### src/rtl/icp_pkg.sv
// Package: shared widths, write-target codes and status constants for the
// interval counter pair. Assumes byte-wide accesses only.
package icp_pkg;
    localparam int BYTE_W  = 8;
    localparam int CNT_W   = 2 * BYTE_W;
    localparam int MODE_W  = 3;
    localparam int NUM_CNT = 2;

    typedef enum logic [1:0] {
        SEL_CTRL = 2'd0,
        SEL_DAT0 = 2'd1,
        SEL_DAT2 = 2'd2,
        SEL_NONE = 2'd3
    } wr_target_e;

    localparam logic [BYTE_W-1:0] STATUS_EXPIRED = 8'h20;
    localparam logic [1:0]        ACCESS_LOHI    = 2'b11;

    // Counter index i (0,1) is selected by control code 2*i (0,2).
    function automatic logic [1:0] sel_code(input int idx);
        return 2'(2 * idx);
    endfunction
endpackage

### src/rtl/icp_decode.sv
// Decodes byte writes into per-counter mode and data strobes and flags
// unsupported control words. Assumes one write per cycle at most.
module icp_decode
    import icp_pkg::*;
(
    input  logic                         clk,
    input  logic                         rst_n,
    input  logic                         wr_en,
    input  logic [1:0]                   wr_sel,
    input  logic [BYTE_W-1:0]            wr_data,
    output logic [NUM_CNT-1:0]           cfg_we,
    output logic [MODE_W-1:0]            cfg_mode,
    output logic [NUM_CNT-1:0]           dat_we,
    output logic                         cmd_err_q
);
    logic ctrl_wr;
    logic ctrl_ok;

    // Purpose: classify the control word fields.
    always_comb begin
        ctrl_wr  = wr_en && (wr_sel == SEL_CTRL);
        ctrl_ok  = (wr_data[5:4] == ACCESS_LOHI) &&
                   ((wr_data[7:6] == sel_code(0)) || (wr_data[7:6] == sel_code(1)));
        cfg_mode = wr_data[3:1];
    end

    for (genvar i = 0; i < NUM_CNT; i++) begin : g_strobe
        localparam wr_target_e DAT_SEL = (i == 0) ? SEL_DAT0 : SEL_DAT2;
        assign cfg_we[i] = ctrl_wr && ctrl_ok && (wr_data[7:6] == sel_code(i));
        assign dat_we[i] = wr_en && (wr_sel == DAT_SEL);
    end

    // Purpose: register a one-cycle error pulse for rejected control words.
    always_ff @(posedge clk) begin
        if (!rst_n) cmd_err_q <= 1'b0;
        else        cmd_err_q <= ctrl_wr && !ctrl_ok;
    end

    AST_ERR_NO_CFG: assert property (@(posedge clk) disable iff (!rst_n)
        cmd_err_q |-> ($past(cfg_we) == '0));
    AST_CFG_ONEHOT: assert property (@(posedge clk) disable iff (!rst_n)
        $onehot0(cfg_we));
endmodule

### src/rtl/icp_counter.sv
// One 16-bit down-counter: two-byte load (low then high), one-shot mode 0
// with status and stop, periodic reload in all other modes.
// Assumes cfg_we and dat_we are never high in the same cycle.
module icp_counter
    import icp_pkg::*;
(
    input  logic                 clk,
    input  logic                 rst_n,
    input  logic                 tick_en,
    input  logic                 cfg_we,
    input  logic [MODE_W-1:0]    cfg_mode,
    input  logic                 dat_we,
    input  logic [BYTE_W-1:0]    dat,
    output logic [CNT_W-1:0]     count_q,
    output logic [BYTE_W-1:0]    status_q,
    output logic                 tc_q
);
    logic [MODE_W-1:0] mode_q;
    logic [CNT_W-1:0]  reload_q;
    logic [BYTE_W-1:0] lo_q;
    logic              hi_next_q;
    logic              run_q;
    logic              load;
    logic              expire;

    // Purpose: detect a full load and a terminal-count tick.
    always_comb begin
        load   = dat_we && hi_next_q;
        expire = run_q && tick_en && !load && (count_q == CNT_W'(1));
    end

    // Purpose: byte pointer, mode and count state update.
    always_ff @(posedge clk) begin
        if (!rst_n) begin
            mode_q    <= '0;
            reload_q  <= '0;
            lo_q      <= '0;
            hi_next_q <= 1'b0;
            run_q     <= 1'b0;
            count_q   <= '0;
            status_q  <= '0;
            tc_q      <= 1'b0;
        end else begin
            tc_q <= expire;
            if (cfg_we) begin
                mode_q    <= cfg_mode;
                hi_next_q <= 1'b0;
            end
            if (dat_we && !hi_next_q) begin
                lo_q      <= dat;
                hi_next_q <= 1'b1;
            end
            if (load) begin
                reload_q  <= {dat, lo_q};
                count_q   <= {dat, lo_q};
                hi_next_q <= 1'b0;
                run_q     <= 1'b1;
                status_q  <= '0;
            end else if (expire) begin
                if (mode_q == '0) begin
                    count_q  <= '0;
                    run_q    <= 1'b0;
                    status_q <= STATUS_EXPIRED;
                end else begin
                    count_q  <= reload_q;
                end
            end else if (run_q && tick_en) begin
                count_q <= count_q - CNT_W'(1);
            end
        end
    end

    AST_LOAD_CLEARS_STATUS: assert property (@(posedge clk) disable iff (!rst_n)
        load |=> (status_q == '0) && !tc_q);
    AST_HOLD_NO_TICK: assert property (@(posedge clk) disable iff (!rst_n)
        (!tick_en && !load) |=> $stable(count_q));
    AST_ONESHOT_STOP: assert property (@(posedge clk) disable iff (!rst_n)
        (tc_q && ($past(mode_q) == '0)) |-> (count_q == '0) && (status_q == STATUS_EXPIRED));
    AST_PERIODIC_RELOAD: assert property (@(posedge clk) disable iff (!rst_n)
        (tc_q && ($past(mode_q) != '0)) |-> (count_q == reload_q));
endmodule

### src/rtl/interval_counter_pair.sv
// Top: byte-wide write port in front of counters 0 and 2. The status
// output shows counter 2's status byte. Assumes tick_en is a one-cycle
// enable at the reference rate.
module interval_counter_pair
    import icp_pkg::*;
(
    input  logic              clk,
    input  logic              rst_n,
    input  logic              tick_en,
    input  logic              wr_en,
    input  logic [1:0]        wr_sel,
    input  logic [7:0]        wr_data,
    output logic [15:0]       cnt0_q,
    output logic [15:0]       cnt2_q,
    output logic [7:0]        status_q,
    output logic [1:0]        tc_pulse,
    output logic              cmd_err
);
    logic [NUM_CNT-1:0]            cfg_we;
    logic [NUM_CNT-1:0]            dat_we;
    logic [MODE_W-1:0]             cfg_mode;
    logic [NUM_CNT-1:0][CNT_W-1:0] cnt;
    logic [NUM_CNT-1:0][BYTE_W-1:0] stat;

    icp_decode u_decode (
        .clk      (clk),
        .rst_n    (rst_n),
        .wr_en    (wr_en),
        .wr_sel   (wr_sel),
        .wr_data  (wr_data),
        .cfg_we   (cfg_we),
        .cfg_mode (cfg_mode),
        .dat_we   (dat_we),
        .cmd_err_q(cmd_err)
    );

    for (genvar i = 0; i < NUM_CNT; i++) begin : g_cnt
        icp_counter u_counter (
            .clk     (clk),
            .rst_n   (rst_n),
            .tick_en (tick_en),
            .cfg_we  (cfg_we[i]),
            .cfg_mode(cfg_mode),
            .dat_we  (dat_we[i]),
            .dat     (wr_data),
            .count_q (cnt[i]),
            .status_q(stat[i]),
            .tc_q    (tc_pulse[i])
        );
    end

    assign cnt0_q   = cnt[0];
    assign cnt2_q   = cnt[1];
    assign status_q = stat[1];
endmodule

### config.mk
export PLATFORM = sky130hd
export DESIGN_NAME = interval_counter_pair
export DESIGN_NICKNAME = d
export VERILOG_FILES = /design/src/rtl/icp_pkg.sv /design/src/rtl/icp_decode.sv /design/src/rtl/icp_counter.sv /design/src/rtl/interval_counter_pair.sv
export SDC_FILE = /design/constraint.sdc
export NUM_CORES = 1
export LEC_CHECK = 0
export BUFFER_PORTS_ARGS = -buffer_cell sky130_fd_sc_hd__buf_2
export CAP_MARGIN = 20
export CORE_ASPECT_RATIO = 0.7
export CORE_MARGIN = 1
export CORE_UTILIZATION = 52
export DETAILED_ROUTE_END_ITERATION = 7
export GPL_ROUTABILITY_DRIVEN = 0
export PLACE_DENSITY = 0.76
export SYNTH_ARGS = -nofsm -noshare
export SYNTH_HDL_FRONTEND = slang
export SYNTH_SLANG_ARGS = --single-unit
### constraint.sdc
create_clock -name clk -period 2.03 [get_ports clk]
set_input_delay 0.1015 -clock clk [delete_from_list [all_inputs] [get_ports clk]]
set_output_delay 0.1015 -clock clk [all_outputs]
set_load 0.1 [all_outputs]
# After elaboration in Yosys (flattened, before gate mapping)
# Index checks and enable logic that the tools add are counted.
# totals
rom_bits,0
n_memories,0
ff_bits,94
in_bits,14
latchBits,0
word_cells,84
output_inout_bits,43
ramBits,0
# classes
n_eq_ne,6
add_sub_neg,2
shift,0
n_mux,18
div,0
order_cmp,0
bitwise_logic,1
n_mul,0
reduce_logical,41
# ops
op,n
2-to-1 mux 16 bit,8
"== test 16 x 1 -> 1 bit, second input constant",2
"subtractor 16 x 1 -> 16 bit, second input constant",2
logical AND 1 bit,18
nonzero test 2 bit,6
2-to-1 mux 1 bit,10
"== test 2 bit, second input constant",3
logical NOT 3 bit,2
AND reduction 2 bit,3
nonzero test 3 bit,2
logical NOT 1 bit,5
logical NOT 2 bit,2
OR reduction 2 bit,2
"== test 2 x 1 -> 1 bit, second input constant",1
logical OR 1 bit,1
NOT 1 bit,1

# Longest topological paths before layout
# Gate-level depths: netlist (run 1).
# depth
depth_word,8
mapped_depth,8
mapped_depth_nobuf,7

# Hierarchy
# From an unflattened synthesis (run 1), not the netlist that was laid out.
# unflattened
cells_unflattened,641
area_unflattened_um2,5086.1
# modules_own_cells
module,instances,area_each_um2,cells_each,seq_area_each_um2
icp_counter (g_cnt[1].u_counter),1,2556.2,320,940.9
icp_counter (g_cnt[0].u_counter),1,2393.5,308,940.9
icp_decode,1,136.4,13,20.0

# Worst setup path after synthesis (run 1)
# Ideal clock, no wire load.
# synth_timing
kind,register to register
from,register g_cnt[0].u_counter.count_q[0]
to,register g_cnt[0].u_counter.count_q[0]
path_buffers,1
path_stages_with_launch,8
arrival_ps,2785
synth_period_minus_slack_ps,2916
t_required_ps,1899
slack_ps,-886
path_cell_list,dfxtp_1 > ha_1 > or4b_2 > nor4_4 > buf_6 > nor2_1 > a311oi_1 > o22ai_1
# synth_between
elab_chain_cells,4
# synth_rtl
element,line_no,text
"start, declared",icp_counter.sv:14,"output logic [CNT_W-1:0] count_q,"
"start signal, assigned",icp_counter.sv:55,"count_q <= {dat, lo_q};"
"start signal, assigned",icp_counter.sv:65,count_q <= reload_q;
"start signal, assigned",icp_counter.sv:68,count_q <= count_q - CNT_W'(1);
subtractor 16 x 1 -> 16 bit or == test 16 x 1 -> 1 bit (tied branches),"icp_counter.sv:68, icp_counter.sv:29",
2-to-1 mux 16 bit or logical AND 1 bit (tied branches),"icp_counter.sv:67, icp_counter.sv:29",
2-to-1 mux 16 bit,icp_counter.sv:59,end else if (expire) begin
2-to-1 mux 16 bit,icp_counter.sv:53,if (load) begin
# Several ways; a longest one is shown, not always the timed one. The select of a mux whose other input is x is not followed.
# A chain may end at the register's enable or synchronous reset.

# Worst setup path in the final report (run 1)
# layout_timing
from,register g_cnt[0].u_counter.count_q[10]
to,register g_cnt[0].u_counter.count_q[2]
# layout_between
elab_chain_cells,4
# layout_rtl
element,line_no,text
== test 16 x 1 -> 1 bit *,icp_counter.sv:29,expire = run_q && tick_en && !load && (count_q == CNT_W'(1));
logical AND 1 bit *,icp_counter.sv:29,
2-to-1 mux 16 bit,icp_counter.sv:59,
2-to-1 mux 16 bit,icp_counter.sv:53,
# Every way passes the cells marked *; elsewhere a longest branch is shown, timed or not.

==> flow_metrics.tcl, run 1 <==
set metrics [dict create \
    htreeDepth 3 \
    first_iter_violations 604 \
    cts.path.max_buffers 2 \
    core_area_um2 8440 \
    cts_tree "built" \
    power-per-cell-area_nw_per_um2 730 \
    gr-total-overflow 0 \
    stdcell_area_um2 5730 \
    synth_top_area_share_pct 41.5 \
    crit_type "reg2reg" \
    postCtsHoldBufs 0 \
    cts.sinks 94 \
    syn_area_per_cell_um2 8.07 \
    area_growth_pct 26.4 \
    portBuffers 49 \
    drive_above_1_share_pct 29.1 \
    tightest_slew_ns 0.692 \
    crit_required_ns 2.26 \
    clock.fmax_ghz 0.494 \
    rsz0062_at_grt "true" \
    min_period_over_period_pct 99.7 \
    dp_hpwl_um 9800 \
    fp-row-count 28 \
    hold_class "in2reg" \
    slew_headroom_pct 53.7 \
    synth.distinct_cells 65 \
    setup_viol 0 \
    viasPerCell 6.02 \
    vias 4633 \
    start_kind "flop" \
    antenna_found_initial 0 \
    grt_max_degree 31 \
    synth_area_leaders "dfxtp_1 42%, nand2_1 10%, a21oi_1 7.4%" \
    antenna_cells 0 \
    status "finished clean" \
    path_clk_slew_ns 0.06 \
    synthCells 562 \
    synth-async-reset-ratio_pct 0 \
    nNetsFinal 662 \
    ys_seq_area_share_pct 41.5 \
    route.detailed.drc 0 \
    tns_ns 0 \
    crit_arrival_ns 2.25 \
    leakage_nw 2.36 \
    hold_viol 0 \
    die_area_um2 9100 \
    synth_area_um2 4530 \
    maxCapViolations 0 \
    grt_pass1_vias 4156 \
    die-width_um 114 \
    cts_buffers 9 \
    root_buffer "clkbuf_16" \
    synth-seq-cells 94 \
    grt_pass1_wl_um 21500 \
    routed_wl_um 13700 \
    ys_warn_count 0 \
    io_pins 57 \
    drtPass1Iterations 6 \
    track_usage_pct 30.7 \
    insertion_delay_ns 0.35 \
    die_height_um 80.1 \
    cp-end-kind "flop" \
    yosys.area.top_type "dfxtp_1" \
    finClkSkew_ns 0.00803 \
    drt.antenna.violating_nets 0 \
    synth_edf_count 0 \
    slew_violations 0 \
    placed_cell_area_um2 5320 \
    path_max_fanout 7 \
    start_util_pct 53.7 \
    ir_drop_uv 433 \
    ys_dominant_reg_cell "dfxtp_1" \
    min_period_ns 2.02 \
    wl_per_cell_um 17.9 \
]
[through the flow]
step / utilization (%) / total power [mW] / instances / hold WS, ns / setup slack [ns]
after floorplan: - / 2.24 / 568 / 0.237 / -0.187
after detailed placement: 63.0 / 2.35 / 750 / 0.413 / -0.147
final: 67.8 / 4.18 / 769 / 0.0634 / 0.00659
after CTS: 67.3 / 4.17 / 769 / 0.0562 / -0.0131
after global placement: 63.0 / 2.34 / 750 / 0.409 / -0.0465
after global routing: 67.8 / 4.29 / 769 / 0.0782 / -0.0513
[critical path, stage by stage, from the launching register on]
cell and delay, ns:
dfxtp_2 0.32, or4_4 0.57, nor4_4 0.36, buf_6 0.19, nor2_1 0.06, a311oi_1 0.28
o32ai_1 0.11
[worst paths after layout]
kind / from / end / slack [ns] / depth (start not counted)
worst min register to register: g_cnt[1].u_counter.lo_q[4] / g_cnt[1].u_counter.lo_q[4] / 0.46 / 2
worst max register to register: g_cnt[0].u_counter.count_q[10] / g_cnt[0].u_counter.count_q[2] / 0.007 / 6
worst max-delay path: g_cnt[0].u_counter.count_q[10] / g_cnt[0].u_counter.count_q[2] / 0.007 / 6
worst min-delay path: wr_data[0] / g_cnt[1].u_counter.lo_q[0] / 0.06 / 3
[layout by cell type, fill, tap and decap left out, drive strengths merged, types with 3 or more instances in the layout]
cell type  instances
o31ai              5
xnor2              6
nor3              15
xor2              12
nand4b             3
and4               3
mux2i              4
nand3             14
or4                4
a21boi             6
inv                8
o22ai             12
or3                7
nor2              30
nand3b             4
a211oi             3
o311ai             3
o211ai             3
conb               7
nor4              11
a222oi             5
nor3b              4
clkbuf            11
nand4              6
ha                 4
a32oi              4
a21oi             67
dfxtp             94
o21ai              9
and2               3
nand2            125
buf              108
o32ai              6
and3               3
a311oi             5
[synth_stat cells, types with 5 or more instances]
library cell,n
o21ai_0,5
xor2_1,12
o22ai_1,12
nand2_1,125
nor4_1,7
xnor2_1,6
nand3_1,14
o31ai_1,5
nand4_1,5
dfxtp_1,94
buf_4,9
inv_1,6
a21oi_1,67
o32ai_1,6
a21boi_0,6
a311oi_1,5
clkbuf_1,31
nor2_1,30
a222oi_1,5
nor3_1,13
or3_1,7
[state kept, by name, summed over array words and instances (netlist names)]
signal and cells:
g_cnt.u_counter.count_q 32, g_cnt.u_counter.reload_q 32, g_cnt.u_counter.lo_q 16, g_cnt.u_counter.mode_q 6, g_cnt.u_counter.hi_next_q 2, g_cnt.u_counter.run_q 2
g_cnt.u_counter.tc_q 2, g_cnt.u_counter.status_q 1, u_decode.cmd_err_q 1
[what timing repair did]
item	4_1_cts	5_1_grt
setup endpoints to repair	15	18
cloned	1	0
buffers inserted	2	0
pin swaps	4	4
resized for setup	5	11
[cell type report]
class                           count  area, um^2
Fill cell                         675        2720
Clock inverter                      5        81.3
Multi-Input combinational cell    424        2580
Tap cell                          120         150
Inverter                            7        28.8
Timing Repair Buffer              108         708
Sequential cell                    94        1940
Clock buffer                       11         243
[metal layers]
metal  global-route usage [%]  up-vias  routed length, um
met3                     6.94       14               1240
li1                         -     2179                  -
met4                     8.42        0                129
met5                        0        -                  0
met1                     44.3     2226               6350
met2                     45.7      214               6020
[power by group]
part           internal (mW)  switching (mW)
Sequential              1.86          0.0204
Combinational          0.127           0.317
Clock                   1.12           0.738
Total                   3.10            1.08
[logic make-up (layout without fill, tap and decap cells)]
group	count (synthesis)	after routing	synth area share (%)
AOI/OAI and AO/OA	146	146	20.8
xor gates and xnor gates	18	18	3.48
adders and majority gates	4	4	1.10
buffers and inverters	50	131	5.11
DFF	94	94	41.5
muxes	6	6	1.38
other	1	7	0.0827
and+or+nand+nor	243	243	26.5
Note: power is estimated with default switching activity, not from simulation.
==> run 2, diff against run 1 <==
--- a/config.mk
+++ b/config.mk
@@ -9,10 +9,12 @@
 export CAP_MARGIN = 20
 export CORE_ASPECT_RATIO = 0.7
 export CORE_MARGIN = 1
-export CORE_UTILIZATION = 52
+export CORE_UTILIZATION = 53
 export DETAILED_ROUTE_END_ITERATION = 7
 export GPL_ROUTABILITY_DRIVEN = 0
 export PLACE_DENSITY = 0.76
+export SETUP_SLACK_MARGIN = 0.15
 export SYNTH_ARGS = -nofsm -noshare
 export SYNTH_HDL_FRONTEND = slang
+export SYNTH_HIERARCHICAL = 1
 export SYNTH_SLANG_ARGS = --single-unit
==> flow_metrics.tcl, run 2 <==
set metrics [dict create \
    power-per-cell-area_nw_per_um2 683 \
    start_kind "flop" \
    insertion_delay_ns 0.34 \
    antenna_cells 0 \
    hold_viol 0 \
    cts_tree "built" \
    cts.sinks 94 \
    violations "negative setup slack" \
    gr-total-overflow 0 \
    synthCells 630 \
    grt_max_degree 39 \
    p_clk_share_pct 38.9 \
    layout_commonest_cell "nand2_1" \
    stdcell_area_um2 6170 \
    die-width_um 118 \
    tns_ns -0.583 \
    crit_required_ns 2.28 \
    hold_class "in2reg" \
    ir_drop_uv 506 \
    min_period_ns 2.15 \
    synth_area_um2 5000 \
    cp_cell_sequence "or4_4 > buf_6 > buf_4 > nor4_1 > xor2_1 > o21ai_1 > a21oi_1" \
    grt_pass1_wl_um 24600 \
    leakage_nw 2.41 \
    cp-end-kind "flop" \
    antenna_found_initial 0 \
    nNetsFinal 716 \
    met3_length_um 1620 \
    min_period_over_period_pct 106 \
    routed_wl_um 15600 \
    path_max_fanout 4 \
    tightest_slew_ns 0.696 \
    dr.max_layer_used "met4" \
    route.detailed.drc 0 \
    root_buffer "clkbuf_16" \
    slew_headroom_pct 53.4 \
    switching_power_mw 1.18 \
    cp_slowest_cell "or4_4" \
    status "complete, but fails checks" \
    grt_pass1_vias 4837 \
    drtPass1Iterations 5 \
    cts.path.max_buffers 2 \
    wl_met2_um 7090 \
    postCtsHoldBufs 0 \
    ys_warn_count 6 \
    path_clk_slew_ns 0.06 \
    fp-row-count 29 \
    dp_hpwl_um 10700 \
    reg.largest.list "g_cnt.u_counter/count_q x32, g_cnt.u_counter/reload_q x32, g_cnt.u_counter/lo_q x16" \
    first_iter_violations 713 \
    swShare_pct 28.1 \
    die_height_um 83.3 \
    portBuffers 49 \
    viasPerCell 6.33 \
    track_usage_pct 31.6 \
    area_growth_pct 23.4 \
    syn_area_per_cell_um2 7.94 \
    io_pins 57 \
    placed_cell_area_um2 5650 \
    drt.antenna.violating_nets 0 \
    start_util_pct 54.9 \
    htreeDepth 3 \
    crit_type "reg2reg" \
    slew_violations 0 \
    combPwrFrac_pct 15.9 \
    rsz0062_at_grt "true" \
    clock.fmax_ghz 0.465 \
    maxCapViolations 0 \
    finClkSkew_ns 0.00732 \
    final_cell_mix "130 x nand2_1, 62 x dfxtp_1, 56 x a21oi_1" \
    setup_viol 8 \
    crit_arrival_ns 2.40 \
    max_stage_delay_ns 0.55 \
    layout_setup_ws_ns -0.120 \
    die_area_um2 9830 \
    wl_met1_um 6690 \
    seq_power_share_pct 45.2 \
    cts_buffers 9 \
    drive_above_1_share_pct 29.3 \
    vias 5237 \
    core_area_um2 9110 \
    wl_per_cell_um 18.9 \
    intPower_mw 3.03 \
]
-- run 2: routing by layer --
| metal | track usage, % | up-vias |
|---|---|---|
| met4 | 10.3 | 0 |
| li1 | - | 2392 |
| met1 | 45.4 | 2488 |
| met2 | 47.8 | 320 |
| met5 | 0 | - |
| met3 | 5.43 | 37 |
-- run 2: power groups by stage --
stage	Sequential (mW)	Combinational, mW	Clock [mW]
6_report	1.91	0.669	1.64
5_1_grt	1.91	0.706	1.74
4_1_cts	1.90	0.633	1.67
3_5_place_dp	1.94	0.615	0
3_3_place_gp	1.94	0.598	0
2_1_floorplan	2.04	0.375	0
-- run 2: worst paths after layout --
path | depth (start not counted) | slack (ns) | to | start
setup / recovery | 7 | -0.12 | g_cnt[0].u_counter/count_q[10] | g_cnt[0].u_counter/count_q[4]
hold / removal | 2 | 0.008 | u_decode/cmd_err_q | wr_sel[0]
setup reg to reg | 7 | -0.12 | g_cnt[0].u_counter/count_q[10] | g_cnt[0].u_counter/count_q[4]
hold reg to reg | 2 | 0.45 | g_cnt[1].u_counter/count_q[1] | g_cnt[1].u_counter/reload_q[1]
-- run 2: timing repair --
| action | CTS | global route |
|---|---|---|
| pin swaps | 8 | 18 |
| resized for setup | 11 | 21 |
| buffers inserted | 7 | 4 |
| endpoints found under the setup margin | 20 | 23 |
| endpoints found under the hold margin | 0 | 0 |
-- run 2: cell type report --
type	instances	area (um^2)
fill	748	2940
clock buffer	11	233
tap	124	155
clock inverter	5	50.0
sequential	94	1950
multi-input combinational	482	3050
timing repair buffer	102	687
inverter	9	42.5
-- run 2: worst max-delay path: cells and delay by family, from the launching register on --
family	cells	cell delay [ns]
AO/OA/AOI/OAI	2	0.28
XOR/XNOR	1	0.21
buffers and inverters	2	0.29
flip-flops	1	0.34
AND/OR/NAND/NOR	2	0.95
-- run 2: per-stage QoR --
| step | utilization (%) | hold slack (ns) | total power, mW | setup slack [ns] | cells |
|---|---|---|---|---|---|
| 5_1_grt | 67.8 | 0.0146 | 4.35 | -0.223 | 827 |
| 6_report | 67.8 | 0.00763 | 4.22 | -0.120 | 827 |
| 2_1_floorplan | - | 0.173 | 2.42 | -0.207 | 636 |
| 4_1_cts | 66.2 | 0.000397 | 4.20 | -0.0913 | 823 |
| 3_3_place_gp | 62.0 | 0.349 | 2.54 | -0.0104 | 800 |
| 3_5_place_dp | 62.0 | 0.357 | 2.56 | -0.0773 | 800 |
